===== config.mk =====
export PLATFORM = sky130hd
export DESIGN_NAME = card_clk_gen
export DESIGN_NICKNAME = d
export VERILOG_FILES = /design/src/rtl/card_clk_pkg.sv /design/src/rtl/card_clk_half.sv /design/src/rtl/card_clk_hold.sv /design/src/rtl/card_clk_gen.sv
export SDC_FILE = /design/constraint.sdc
export NUM_CORES = 1
export LEC_CHECK = 0
export BUFFER_PORTS_ARGS = -buffer_cell sky130_fd_sc_hd__buf_2
export CORE_MARGIN = 2
export CORE_UTILIZATION = 50
export CTS_BUF_LIST = sky130_fd_sc_hd__clkbuf_4
export DETAILED_ROUTE_END_ITERATION = 12
export GPL_ROUTABILITY_DRIVEN = 0
export GPL_TIMING_DRIVEN = 0
export HOLD_SLACK_MARGIN = 0.08
export PLACE_DENSITY_LB_ADDON = 0.08
export SYNTH_ARGS = -nofsm -noshare
export SYNTH_HDL_FRONTEND = slang
export SYNTH_SLANG_ARGS = --single-unit

===== constraint.sdc =====
create_clock -name clk -period 5.5 [get_ports clk]
set_input_delay 1.65 -clock clk [delete_from_list [all_inputs] [get_ports clk]]
set_output_delay 1.65 -clock clk [all_outputs]
set_load 0.01 [all_outputs]

===== src/rtl/card_clk_pkg.sv =====
package card_clk_pkg;

    typedef enum logic {
        DIR_READ  = 1'b0,
        DIR_WRITE = 1'b1
    } xfer_dir_e;

    typedef struct packed {
        logic clk;
        logic rise;
        logic fall;
    } edge_state_t;

endpackage


===== src/rtl/card_clk_half.sv =====
module card_clk_half #(
    parameter int DIV_W  = 8,
    parameter int LP_W   = 3,
    parameter int HALF_W = 17
) (
    input  logic [DIV_W-1:0]  div_i,
    input  logic [LP_W-1:0]   lp_div_i,
    input  logic              lp_en_i,
    output logic [HALF_W-1:0] half_o
);
    logic              lp_active;
    logic [HALF_W-1:0] base;
    logic [HALF_W-1:0] factor;

    // Low-power mode counts only with a nonzero exponent
    assign lp_active = lp_en_i && (lp_div_i != '0);

    always_comb begin
        base   = HALF_W'(div_i) + HALF_W'(1);
        factor = lp_active ? ((HALF_W'(1) << lp_div_i) + HALF_W'(1)) : HALF_W'(1);
        half_o = HALF_W'(base * factor);
    end
endmodule


===== src/rtl/card_clk_hold.sv =====
module card_clk_hold
    import card_clk_pkg::*;
(
    input  logic rd_hold_en_i,
    input  logic wr_hold_en_i,
    input  logic xfer_active_i,
    input  logic xfer_dir_i,
    input  logic fifo_full_i,
    input  logic fifo_empty_i,
    output logic hold_o
);
    xfer_dir_e dir;
    logic      rd_hold;
    logic      wr_hold;

    assign dir     = xfer_dir_e'(xfer_dir_i);
    assign rd_hold = rd_hold_en_i && (dir == DIR_READ)  && fifo_full_i;
    assign wr_hold = wr_hold_en_i && (dir == DIR_WRITE) && fifo_empty_i;
    assign hold_o  = xfer_active_i && (rd_hold || wr_hold);
endmodule


===== src/rtl/card_clk_gen.sv =====
module card_clk_gen
    import card_clk_pkg::*;
#(
    parameter int DIV_W = 8,
    parameter int LP_W  = 3
) (
    input  logic             clk,
    input  logic             rst_n,
    input  logic [DIV_W-1:0] div_i,
    input  logic [LP_W-1:0]  lp_div_i,
    input  logic             lp_en_i,
    input  logic             rd_hold_en_i,
    input  logic             wr_hold_en_i,
    input  logic             xfer_active_i,
    input  logic             xfer_dir_i,
    input  logic             fifo_full_i,
    input  logic             fifo_empty_i,
    output logic             card_clk_o,
    output logic             rise_o,
    output logic             fall_o
);
    localparam int LP_MAX = (1 << LP_W) - 1;
    localparam int HALF_W = DIV_W + LP_MAX + 2;

    typedef struct packed {
        edge_state_t       edg;
        logic [HALF_W-1:0] cnt;
        logic [HALF_W-1:0] half;
    } gen_state_t;

    gen_state_t        st_d, st_q;
    logic [HALF_W-1:0] half_next;
    logic              hold;
    logic              frozen;
    logic              phase_end;

    card_clk_half #(
        .DIV_W  (DIV_W),
        .LP_W   (LP_W),
        .HALF_W (HALF_W)
    ) u_half (
        .div_i    (div_i),
        .lp_div_i (lp_div_i),
        .lp_en_i  (lp_en_i),
        .half_o   (half_next)
    );

    card_clk_hold u_hold (
        .rd_hold_en_i  (rd_hold_en_i),
        .wr_hold_en_i  (wr_hold_en_i),
        .xfer_active_i (xfer_active_i),
        .xfer_dir_i    (xfer_dir_i),
        .fifo_full_i   (fifo_full_i),
        .fifo_empty_i  (fifo_empty_i),
        .hold_o        (hold)
    );

    // Freeze only in the low phase; high phases always run to completion
    assign frozen    = hold && !st_q.edg.clk;
    assign phase_end = (st_q.cnt == st_q.half - HALF_W'(1));

    always_comb begin
        st_d          = st_q;
        st_d.edg.rise = 1'b0;
        st_d.edg.fall = 1'b0;
        if (!frozen) begin
            if (phase_end) begin
                st_d.cnt      = '0;
                st_d.edg.clk  = !st_q.edg.clk;
                st_d.edg.rise = !st_q.edg.clk;
                st_d.edg.fall = st_q.edg.clk;
                // New period starts at a rising edge: sample settings here
                if (!st_q.edg.clk) begin
                    st_d.half = half_next;
                end
            end else begin
                st_d.cnt = st_q.cnt + HALF_W'(1);
            end
        end
    end

    always_ff @(posedge clk or negedge rst_n) begin
        if (!rst_n) begin
            st_q.edg  <= '0;
            st_q.cnt  <= '0;
            st_q.half <= HALF_W'(1);
        end else begin
            st_q <= st_d;
        end
    end

    assign card_clk_o = st_q.edg.clk;
    assign rise_o     = st_q.edg.rise;
    assign fall_o     = st_q.edg.fall;
endmodule


======== Word level (Yosys, flattened, before mapping) ========
Cells that the tools add are included.
cells by class
  $add $sub $neg .......................... 4
  $mul .................................... 1
  equal/unequal tests ..................... 1
  shift operators ......................... 1
  mux-type cells .......................... 6
  bitwise gates (word level) .............. 3
  reduce and logical (&&, ||, !) cells .... 12
operator list
  kind                                                number
  2-to-1 mux 17 bit                                   4
  2-to-1 mux 36 bit                                   1
  adder 17 x 1 -> 17 bit, second input constant       1
  adder 17 x 2 -> 17 bit, second input constant       1
  equality test 17 bit                                1
  multiplier 17 x 17 -> 17 bit                        1
  left shift 1 x 3 -> 17 bit, first input constant    1
  subtractor 17 x 1 -> 17 bit, second input constant  1
  adder 8 x 1 -> 9 bit, second input constant         1
  logical AND 1 bit                                   7
  inverter 1 bit                                      3
  AND reduction 3 bit                                 1
  nonzero test 3 bit                                  1
  2-to-1 mux 2 bit                                    1
  AND reduction 2 bit                                 1
  zero test 1 bit                                     1
  logical OR 1 bit                                    1
word-level totals
  flip-flop bits (word level) ............. 37
  input port bits ......................... 20
  logic and storage cells ................. 33

======== Logic depth before layout (Yosys ltp) ========
Gate-level depths: netlist of the first run.
  word-level depth ........................ 8
  mapped depth ............................ 25
  gate-level depth less buffers ........... 24

======== Cells and area by module ========
Synthesis of the first run repeated with hierarchy kept, for this count alone.
unflattened totals
  cell total of the unflattened synthesis .. 561
  area total of the unflattened synthesis .. 4942.2 µm²
modules (own cells, without submodules)
  module         instances  cells each  area an instance (µm²)  seq. area each (µm²)
  card_clk_half  1          327         2618.8                  0.0
  card_clk_gen   1          231         2304.7                  927.1
  card_clk_hold  1          3           18.8                    0.0

======== Worst setup path after synthesis of the first run ========
No wires, ideal clock.
  kind .................................... input to register
  from .................................... input port lp_div_i[2]
  to ...................................... register st_q[15] (netlist bit)
  library setup time ...................... 128 ps
  arrival ................................. 6480 ps
  required time ........................... 5372 ps
  path slack .............................. -1107 ps
  cell stages on the path ................. 21
  cells stage by stage .................... clkbuf_1 > or3_1 > inv_1 > ha_1 > o21ai_1 > o21ai_0 > nand2_1 > nor2_1 > fa_1 > fa_1 > fa_1 > inv_1 > fa_1 > inv_1 > ha_1 > or3_1 > o22a_1 > a41oi_1 > a21oi_1 > xor2_1 > mux2_1
on the way
  word-level cells in the longest chain between the ends .. 4
  elaborated cells between the ends (all ways) .. 6
  those cells by class .................... add/sub: 1; mul: 1; shift: 1; mux: 1; reduce/logical: 2
ends and longest elaborated chain
  what                                                                     line                                      source
  from (decl)                                                              card_clk_gen.sv:10                        input logic [LP_W-1:0] lp_div_i,
  left shift 1 x 3 -> 17 bit / nonzero test 3 bit (equally long branches)  card_clk_half.sv:20, card_clk_half.sv:16
  adder 17 x 2 -> 17 bit / logical AND 1 bit (equally long branches)       card_clk_half.sv:20, card_clk_half.sv:16
  2-to-1 mux 17 bit *                                                      card_clk_half.sv:20                       factor = lp_active ? ((HALF_W'(1) << lp_div_i) + HALF_W'(1)) : HALF_W'(1);
  multiplier 17 x 17 -> 17 bit *                                           card_clk_half.sv:21                       half_o = HALF_W'(base * factor);
  to (signal assigned)                                                     card_clk_gen.sv:88                        st_q <= st_d;
  to (decl)                                                                card_clk_gen.sv:31                        gen_state_t st_d, st_q;
Every way passes the cells marked *; elsewhere a longest branch is shown, timed or not.
A chain may end at the register's enable or synchronous reset.

======== Worst setup path in the final report of the first run ========
  from .................................... input port lp_div_i[1]
  to ...................................... register st_q[15] (netlist bit)
Same word-level chain as after synthesis.

==> results of run 1 <==
## routing by layer
layer | track usage | routed length, µm
met1 | 0.318 | 5090
met2 | 0.351 | 4880
met3 | 0.0205 | 244
met4 | 0.0236 | 49
met5 | 0 | 0
## cells by family (layout without fill, tap and decap cells)
logic type                 count (synthesis)  in the layout  share of synthesized area
and+or+nand+nor                          197            197                      0.209
buffers and inverters                     94            142                     0.0758
adders and majority gates                 89             89                      0.310
AOI/OAI and AO/OA                         57             57                     0.0784
xor gates and xnor gates                  48             48                     0.0878
DFF                                       37             37                      0.194
muxes                                     19             19                     0.0437
other                                      2              8                    0.00157
## repair_timing
action / CTS / global route
setup endpoints to repair: 10 / 11
pin swaps: 24 / 24
gates resized for setup: 47 / 33
setup buffers: 15 / 5
endpoints found under the hold margin: 0 / 0
## worst paths after layout
| kind | startpoint | end | slack, ps |
|---|---|---|---|
| setup / recovery | lp_div_i[1] | st_q[15]$_DFFE_PN0P_ | -570 |
| hold / removal | st_q[0]$_DFFE_PN1P_ | st_q[0]$_DFFE_PN1P_ | 540 |
| setup reg to reg | st_q[3]$_DFFE_PN0P_ | st_q[14]$_DFFE_PN0P_ | 2050 |
| hold reg to reg | st_q[0]$_DFFE_PN1P_ | st_q[0]$_DFFE_PN1P_ | 540 |
| max in group asynchronous | rst_n | card_clk_o$_DFFE_PN0P_ | 3580 |
| min in group asynchronous | rst_n | st_q[4]$_DFFE_PN0P_ | 1390 |
## worst reg2reg max path: stages (launching register included)
cell and delay [ps]:
dfrtp_1 380, clkbuf_1 190, nor4_1 430, clkbuf_1 370
nand4b_1 170, xnor2_1 170, or4_1 560, nor4_4 300
nand3_4 230, buf_6 240, mux2_4 310
## power groups by stage
stage	logic [mW]	clock network [mW]	registers, mW
floorplan	0.177	0	0.277
global placement	0.230	0	0.277
detailed placement	0.236	0	0.277
global route	0.338	0.165	0.272
finish	0.299	0.147	0.272
CTS	0.276	0.152	0.272
## sequential cells by signal (all words and copies together), names as in the netlist
signal and count:
st_q 34, card_clk_o 1, fall_o 1, rise_o 1
## layout by cell type, fill, tap and decap left out, types with 10 or more instances in the layout
cell type	n
a21o_1	10
ha_1	29
inv_1	66
dfrtp_1	36
or3_1	10
nand2_1	42
fa_1	43
nor2_1	52
xor2_1	15
ha_4	11
a21oi_1	12
buf_2	22
xnor2_1	26
buf_4	20
inv_2	14
## stage by stage
| stage | TNS [ps] | total power [mW] | cell area [µm²] | util | worst slack [ps] |
|---|---|---|---|---|---|
| 6_report | -3570 | 0.718 | 5780 | 0.623 | -566 |
| 5_1_grt | -5060 | 0.775 | 5780 | 0.623 | -735 |
| 4_1_cts | -3230 | 0.699 | 5620 | 0.605 | -530 |
| 3_5_place_dp | -9100 | 0.513 | 5210 | 0.561 | -1170 |
| 3_3_place_gp | -8580 | 0.507 | 5210 | 0.561 | -1120 |
| 2_1_floorplan | -4080 | 0.454 | 4950 | - | -651 |
## cell type report
| type | count | area (µm²) | share of cell area |
|---|---|---|---|
| repair buffers | 41 | 270 | 0.0468 |
| plain buffers | 12 | 86.3 | 0.0149 |
| multi-input cells | 418 | 3970 | 0.687 |
| clock buffers | 6 | 45.0 | 0.00779 |
| clock inverters | 2 | 10.0 | 0.00173 |
| well taps | 129 | 161 | 0.0279 |
| flip-flops and latches | 37 | 927 | 0.160 |
| inverters | 81 | 307 | 0.0530 |
==> results.py, run 1 <==
metrics = {
    "routing": {
        "ant_nets": 0,
        "drtIter0Drc": 161,
        "wl_per_cell_um": 14.1,
        "wirelength_mm": 10.3,
        "viasPerCell": 5.25,
        "drt_pass1_iterations": 4,
        "drcViolationCount": 0,
        "vias": 3810,
    },
    "timing": {
        "finalCriticalPeriod_ps": 6070,
        "whs_ps": 536,
        "drv_slew": 0,
        "worstMarginPinSlew_ps": 950,
        "finalSetupViolCount": 9,
        "hold_viol": 0,
        "fmax_mhz": 165,
        "rsz0062_at_grt": "true",
        "clock_skew_ps": 14.4,
        "fin_crit_sh": 1.10,
        "setup_slack_ps": -566,
        "relSlewSlack": 0.358,
    },
    "pwr": {
        "sequentialPowerShare": 0.379,
        "intPower_uw": 464,
        "power_leakage_nw": 2.84,
        "clockPowerShare": 0.205,
        "power_density_nw_per_um2": 124,
        "combPwrFrac": 0.416,
        "ir_worst_vdd_v": 0.0000806,
        "p_sw_uw": 254,
        "swShare": 0.354,
    },
    "worst_setup_path": {
        "crit_path_max_incr_delay_ps": 520,
        "worst_path_max_delay_cell": "fa_1",
        "cp.depth": 22,
        "critPathKind": "in2reg",
        "end_kind": "flop",
        "start_kind": "input port",
        "required_ps": 5730,
        "crit_buf_inv": 5,
        "crit_family": "adder cells",
        "reg2regPathDepth": 10,
        "cp_cell_sequence": "buf_12 -> or3_4 -> inv_4 -> ha_4 -> o21ai_2 -> o21ai_1 -> buf_4 -> nand2_2 -> nor2_2 -> fa_1 -> fa_1 -> fa_1 -> inv_1 -> fa_1 -> inv_2 -> ha_4 -> or3_1 -> o22a_1 -> a41oi_2 -> a21oi_1 -> xor2_1 -> mux2_4",
        "path_max_fanout": 6,
        "worstPathArrival_ps": 6300,
        "path_common_cell": "fa_1",
    },
    "placement": {
        "placed_cells": 699,
        "io_buffers": 21,
        "dp_hpwl_mm": 8.00,
    },
    "grt": {
        "grt_overflow": 0,
        "grt.total_usage": 0.213,
        "grt_pass1_vias": 3801,
        "antenna_found_initial": 0,
        "grt_pass1_wl_mm": 17.7,
        "grt_max_degree": 38,
    },
    "logic_synthesis": {
        "synth_top_area_cell": "fa_1",
        "ys_ff_latch": 37,
        "async_reset_ff_frac": 1.00,
        "synth-edff-count": 0,
        "yosysMostFrequentCell": "inv_1",
        "synth_area_um2": 4790,
        "ys_seq_area_frac": 0.194,
        "yosys_warnings": 0,
        "ys.flop_type": "dfrtp_1",
        "avgSynthCellArea_um2": 8.81,
        "synth_commonest_cells": "inv_1 (79), nor2_1 (60), fa_1 (49)",
        "synth_area_leaders": "fa_1 (20%), dfrtp_1 (19%), ha_1 (10%), inv_1 (6.2%), xnor2_1 (5.5%)",
        "yosysTopAreaCellShare": 0.205,
        "synthDistinctLibCells": 55,
        "synthCells": 543,
    },
    "cts": {
        "cts_num_sinks": 37,
        "clock_path_buffers": 2,
        "cts_hold_buf": 0,
        "cts_tree": "built",
        "htreeDepth": 2,
        "clk_latency_ps": 340,
        "cts_buffers": 5,
        "clk_pin_slew_ps": 130,
        "cts_root_buf": "clkbuf_4",
    },
    "floorplan": {
        "core-area_um2": 9280,
        "die_y_um": 102,
        "dieArea_um2": 10400,
        "initial_core_util": 0.515,
        "pin_count": 23,
        "fp.dieW_um": 102,
        "placementRows": 35,
    },
    "worst_hold_path": {
        "hold_class": "reg2reg",
        "whs_path_depth": 2,
    },
    "status": {
        "violations": "negative setup slack",
        "status": "complete, but fails checks",
    },
    "run": {
        "cap_violations": 0,
    },
    "layout": {
        "num_antenna_cells": 0,
        "finalNonFillerCells": 726,
        "drive_above_1_share": 0.253,
        "area.growth.synth_to_final_pct": 20.8,
        "fill_cells": 819,
        "layout.nets": 705,
    },
}
No activity file was read; power rests on OpenSTA's default activity.
==> inputs of run 2 (changes only) <==
--- a/config.mk
+++ b/config.mk
@@ -5,14 +5,16 @@
 export SDC_FILE = /design/constraint.sdc
 export NUM_CORES = 1
 export LEC_CHECK = 0
+export ABC_AREA = 1
 export BUFFER_PORTS_ARGS = -buffer_cell sky130_fd_sc_hd__buf_2
+export CAP_MARGIN = 25
 export CORE_MARGIN = 2
 export CORE_UTILIZATION = 50
 export CTS_BUF_LIST = sky130_fd_sc_hd__clkbuf_4
 export DETAILED_ROUTE_END_ITERATION = 12
 export GPL_ROUTABILITY_DRIVEN = 0
 export GPL_TIMING_DRIVEN = 0
-export HOLD_SLACK_MARGIN = 0.08
+export HOLD_SLACK_MARGIN = 0.05
 export PLACE_DENSITY_LB_ADDON = 0.08
 export SYNTH_ARGS = -nofsm -noshare
 export SYNTH_HDL_FRONTEND = slang
==> results.py, run 2 <==
metrics = {
    "logic_synthesis": {
        "yosysMostFrequentCell": "nand2_1",
        "synth_commonest_cells": "nand2_1 (200), inv_1 (145), nor2_1 (100)",
        "ys_seq_area_frac": 0.169,
        "synth-edff-count": 0,
        "synth_area_leaders": "fa_1 (18%), dfrtp_1 (16%), nand2_1 (14%), inv_1 (9.9%), ha_1 (9.1%)",
        "synth_xor_area_frac": 0.0552,
        "synthCells": 780,
        "ys.flop_type": "dfrtp_1",
        "synth_top_family_by_area": "simple AND/OR/NAND/NOR gates",
        "yosysTopAreaCellShare": 0.179,
        "synth_top_area_cell": "fa_1",
        "synthSimpleGateAreaFrac": 0.359,
        "avgSynthCellArea_um2": 7.03,
        "synthDistinctLibCells": 39,
        "synth.area.mux_share": 0,
        "synth_fa_ha_area_frac": 0.270,
        "ys_ff_latch": 37,
        "async_reset_ff_frac": 1.00,
        "synth-compound-area-share": 0.0281,
        "yosys_warnings": 0,
        "synth_area_um2": 5480,
    },
    "timing": {
        "hold_viol": 0,
        "fin_crit_sh": 1.03,
        "setup_slack_ps": -165,
        "fmax_mhz": 177,
        "whs_ps": 521,
        "finalCriticalPeriod_ps": 5670,
        "clock_skew_ps": 8.19,
        "drv_slew": 0,
        "finalSetupViolCount": 6,
        "worstMarginPinSlew_ps": 839,
        "rsz0062_at_grt": "true",
        "relSlewSlack": 0.441,
    },
    "layout": {
        "area.growth.synth_to_final_pct": 19.2,
        "num_antenna_cells": 0,
        "fill_cells": 983,
        "regArea_um2": 927,
        "layout_common_cells": "nand2_1 (187), inv_1 (128), nor2_1 (82)",
        "largest_reg_flops": 34,
        "design_area_um2": 6540,
        "multi_input_comb_area_um2": 4390,
        "final_common_cell": "nand2_1",
        "top_register": "st_q",
        "layout.nets": 948,
        "drive_above_1_share": 0.234,
    },
    "cts": {
        "cts_tree": "built",
        "cts_buffers": 5,
        "cts_hold_buf": 0,
        "cts_num_sinks": 37,
        "htreeDepth": 2,
        "clk_latency_ps": 360,
        "clk_pin_slew_ps": 110,
        "clock_path_buffers": 2,
        "cts_root_buf": "clkbuf_4",
    },
    "worst_setup_path": {
        "start_kind": "input port",
        "timing.rr.start": "st_q[0]$_DFFE_PN1P_",
        "worstPathArrival_ps": 5960,
        "critPathKind": "in2reg",
        "path_max_fanout": 6,
        "end_kind": "flop",
        "r2r-end": "st_q[22]$_DFFE_PN0N_",
        "crit_start": "lp_div_i[1]",
        "required_ps": 5800,
        "path_common_cell": "fa_1",
        "reg2regPathDepth": 16,
        "ff2ff_setup_slack_ps": 3070,
        "worst_path_max_delay_cell": "fa_1",
        "crit_path_max_incr_delay_ps": 540,
    },
    "pwr": {
        "ir_worst_vdd_v": 0.0000914,
        "swShare": 0.388,
        "power_leakage_nw": 3.54,
        "clockPowerShare": 0.191,
        "p_sw_uw": 295,
        "intPower_uw": 465,
        "combPwrFrac": 0.452,
        "finalPower_uw": 760,
        "sequentialPowerShare": 0.358,
        "power_density_nw_per_um2": 116,
    },
    "routing": {
        "wirelength_mm": 13.2,
        "wl_per_cell_um": 13.5,
        "vias": 4976,
        "drcViolationCount": 0,
        "viasPerCell": 5.08,
        "drt_pass1_iterations": 4,
        "drtIter0Drc": 179,
        "ant_nets": 0,
    },
    "grt": {
        "grt_overflow": 0,
        "grt_pass1_vias": 5054,
        "grt_pass1_wl_mm": 22.0,
        "grt.total_usage": 0.233,
        "antenna_found_initial": 0,
        "grt_max_degree": 38,
    },
    "floorplan": {
        "initial_core_util": 0.508,
        "die_y_um": 109,
        "dieArea_um2": 11800,
        "fp.dieW_um": 109,
        "core-area_um2": 10800,
        "placementRows": 38,
        "pin_count": 23,
    },
    "worst_hold_path": {
        "hold_class": "reg2reg",
        "whs_path_depth": 2,
        "hold_start": "st_q[0]$_DFFE_PN1P_",
        "worst_hold_path.endpoint": "st_q[0]$_DFFE_PN1P_",
    },
    "run": {
        "cap_violations": 0,
    },
    "status": {
        "status": "complete, but fails checks",
        "violations": "negative setup slack",
    },
    "placement": {
        "dp_hpwl_mm": 10.4,
        "post-place-ws_ps": -713,
        "io_buffers": 22,
        "dpl-instance-area_um2": 5970,
    },
}
[run 2: cell type report]
cell class / instances / area share
plain buffers: 11 / 0.00938
well taps: 140 / 0.0268
clock buffers: 6 / 0.00689
clock inverters: 1 / 0.000574
inverters: 155 / 0.0898
flip-flops and latches: 37 / 0.142
repair buffers: 46 / 0.0530
multi-input cells: 583 / 0.672
[run 2: worst max-delay path: cells and delay by family]
family,cells,cell delay (ps)
fa+ha+maj,6,2430
simple gates,10,970
buf+inv,6,410
compound gates,2,280
xor+xnor,1,200
[run 2: worst max path at each step]
stage	slack, ps	cells after the start	end
2_1_floorplan	-160	27	st_q[16]$_DFFE_PN0P_
3_3_place_gp	-690	19	st_q[16]$_DFFE_PN0P_
3_5_place_dp	-710	19	st_q[16]$_DFFE_PN0P_
4_1_cts	-140	28	st_q[16]$_DFFE_PN0P_
5_1_grt	-470	29	st_q[16]$_DFFE_PN0P_
6_report	-170	25	st_q[16]$_DFFE_PN0P_
[run 2: kinds of logic (layout without fill, tap and decap cells)]
group | count (synthesis) | count (layout)
AOI/OAI and AO/OA | 28 | 28
xor gates and xnor gates | 33 | 33
adders and majority gates | 89 | 89
buffers and inverters | 166 | 219
DFF | 37 | 37
other | 2 | 8
and+or+nand+nor | 425 | 425
[run 2: repair_timing]
item	CTS	global route
buffers inserted	17	7
pin swaps	32	35
gates resized for setup	39	46
setup endpoints to repair	9	11
gates cloned	0	0
[run 2: routing by layer]
layer	GRT usage	vias up	wire length, µm
met1	0.256	2380	5330
met3	0.0209	34	252
met2	0.454	76	7150
li1	-	2486	-
met4	0.0971	0	448
met5	0	-	0
[run 2: power groups by stage]
stage | registers (mW) | logic (mW) | clock network [mW]
floorplan | 0.277 | 0.215 | 0
global placement | 0.277 | 0.267 | 0
detailed placement | 0.277 | 0.272 | 0
CTS | 0.272 | 0.301 | 0.149
global route | 0.272 | 0.384 | 0.156
finish | 0.272 | 0.343 | 0.145
[run 2: per-stage QoR]
| step | TNS, ps | instances | utilization |
|---|---|---|---|
| final | -707 | 979 | 0.605 |
| after global routing | -3330 | 979 | 0.605 |
| after CTS | -502 | 972 | 0.583 |
| after detailed placement | -5840 | 948 | 0.553 |
| after global placement | -5230 | 948 | 0.553 |
| after floorplan | -872 | 786 | - |
==> inputs of run 3 (changes only) <==
--- a/config.mk
+++ b/config.mk
@@ -16,6 +16,7 @@
 export GPL_TIMING_DRIVEN = 0
 export HOLD_SLACK_MARGIN = 0.05
 export PLACE_DENSITY_LB_ADDON = 0.08
+export SLEW_MARGIN = 20
 export SYNTH_ARGS = -nofsm -noshare
 export SYNTH_HDL_FRONTEND = slang
 export SYNTH_SLANG_ARGS = --single-unit
==> constraint.sdc (replaced) <==
create_clock -name clk -period 6 [get_ports clk]
set_input_delay 1.8 -clock clk [delete_from_list [all_inputs] [get_ports clk]]
set_output_delay 1.8 -clock clk [all_outputs]
set_load 0.01 [all_outputs]
==> results.py, run 3 (same netlist as run 2, synthesis figures left out) <==
metrics = {
    "pwr": {
        "sequentialPowerShare": 0.366,
        "intPower_uw": 423,
        "p_sw_uw": 259,
        "combPwrFrac": 0.422,
        "ir_worst_vdd_v": 0.0000848,
        "power_leakage_nw": 3.46,
        "power_density_nw_per_um2": 109,
        "swShare": 0.380,
        "clockPowerShare": 0.212,
    },
    "routing": {
        "wirelength_mm": 12.8,
        "drtIter0Drc": 201,
        "ant_nets": 0,
        "wl_per_cell_um": 13.3,
        "vias": 4865,
        "drcViolationCount": 0,
        "drt_pass1_iterations": 4,
        "viasPerCell": 5.05,
    },
    "cts": {
        "cts_buffers": 5,
        "cts_hold_buf": 0,
        "clk_latency_ps": 360,
        "cts_tree": "built",
        "clk_pin_slew_ps": 100,
        "htreeDepth": 2,
        "cts_num_sinks": 37,
        "cts_root_buf": "clkbuf_4",
        "clock_path_buffers": 2,
    },
    "worst_setup_path": {
        "worst_path_max_delay_cell": "fa_1",
        "start_kind": "input port",
        "required_ps": 6290,
        "path_max_fanout": 6,
        "r2r-end": "st_q[22]$_DFFE_PN0N_",
        "end_kind": "flop",
        "crit_start": "lp_div_i[1]",
        "timing.rr.start": "st_q[0]$_DFFE_PN1P_",
        "crit_path_end": "st_q[16]$_DFFE_PN0P_",
        "crit_buf_inv": 8,
        "crit_path_max_incr_delay_ps": 550,
        "path_common_cell": "inv_1",
        "ff2ff_setup_slack_ps": 3660,
        "reg2regPathDepth": 16,
        "critPathKind": "in2reg",
        "crit_family": "adder cells",
        "worstPathArrival_ps": 6250,
        "cp.depth": 28,
    },
    "floorplan": {
        "fp.dieW_um": 109,
        "core-area_um2": 10800,
        "placementRows": 38,
        "pin_count": 23,
        "initial_core_util": 0.508,
        "die_y_um": 109,
        "dieArea_um2": 11800,
    },
    "timing": {
        "clock_skew_ps": 11.2,
        "rsz0062_at_grt": "true",
        "setup_tns_ps": 0,
        "relSlewSlack": 0.436,
        "hold_viol": 0,
        "drv_slew": 0,
        "fin_crit_sh": 0.993,
        "worstMarginPinSlew_ps": 843,
        "finalSetupViolCount": 0,
        "finalCriticalPeriod_ps": 5960,
        "setup_slack_ps": 42.6,
        "fmax_mhz": 168,
    },
    "placement": {
        "placed_cells": 948,
        "post-place-ws_ps": -580,
        "dp_hpwl_mm": 10.4,
        "io_buffers": 22,
    },
    "run": {
        "cap_violations": 0,
    },
    "status": {
        "status": "finished clean",
    },
    "grt": {
        "antenna_found_initial": 0,
        "grt_overflow": 0,
        "grt.total_usage": 0.228,
        "grt_max_degree": 38,
        "grt_pass1_wl_mm": 21.6,
        "grt_pass1_vias": 4971,
    },
    "layout": {
        "utilization": 0.580,
        "drive_above_1_share": 0.182,
        "area.growth.synth_to_final_pct": 14.2,
        "layout_common_cells": "nand2_1 (192), inv_1 (139), nor2_1 (85)",
        "layout.nets": 931,
        "top_register": "st_q",
        "num_antenna_cells": 0,
        "largest_reg_flops": 34,
        "finalNonFillerCells": 963,
        "final_common_cell": "nand2_1",
    },
    "worst_hold_path": {
        "hold_class": "reg2reg",
        "whs_path_depth": 2,
        "hold_start": "st_q[0]$_DFFE_PN1P_",
    },
}
## run 3: changes by cell type in the layout (fill, tap and decap cells not counted), sizes merged
cell / change
inv: -1
buf: -17
clkbuf: +2
## run 3: final cells by class
class | count | area, µm²
Fill cell | 1018 | 4530
Inverter | 155 | 587
Tap cell | 140 | 175
Clock buffer | 8 | 60.1
Buffer | 11 | 61.3
Sequential cell | 37 | 927
Multi-Input combinational cell | 583 | 4270
Timing Repair Buffer | 29 | 186
## run 3: how the worst min path moves through the flow
stage,end,slack (ps)
after CTS,st_q[16]$_DFFE_PN0P_,520
final,st_q[0]$_DFFE_PN1P_,510
after detailed placement,st_q[16]$_DFFE_PN0P_,490
after global placement,st_q[0]$_DFFE_PN1P_,490
after floorplan,st_q[16]$_DFFE_PN0P_,460
after global routing,st_q[0]$_DFFE_PN1P_,550
## run 3: through the flow
stage | hold slack [ps] | instance area (µm²) | power [mW]
6_report | 511 | 6260 | 0.681
5_1_grt | 552 | 6260 | 0.731
4_1_cts | 515 | 5970 | 0.623
3_5_place_dp | 489 | 5840 | 0.465
3_3_place_gp | 488 | 5840 | 0.461
2_1_floorplan | 461 | 5550 | 0.415
## run 3: routing by layer
metal | part of all wire | routed length, µm | track usage | vias up
met1 | 0.42 | 5360 | 0.254 | 2319
met4 | 0.024 | 310 | 0.0742 | 0
li1 | - | - | - | 2452
met2 | 0.54 | 6940 | 0.452 | 70
met3 | 0.017 | 217 | 0.0167 | 24
met5 | 0 | 0 | 0 | -
## run 3: worst register-to-register path: cells and delay by family, from the launching register on
kind	cells	cell delay, ps
flip-flops	1	580
buffers and inverters	4	350
AND/OR/NAND/NOR	11	1040
adder cells (fa/ha/maj)	1	300
## run 3: power by group through the flow
stage	Clock (mW)	Combinational, mW	Sequential (mW)
4_1_cts	0.149	0.225	0.249
3_3_place_gp	0	0.207	0.254
3_5_place_dp	0	0.211	0.254
6_report	0.145	0.287	0.249
5_1_grt	0.159	0.322	0.249
2_1_floorplan	0	0.160	0.254
## run 3: what timing repair did
item	in CTS	in global routing
buffers inserted	0	7
gates resized for setup	16	63
endpoints found under the setup margin	8	9
cloned	0	0
pin swaps	4	52
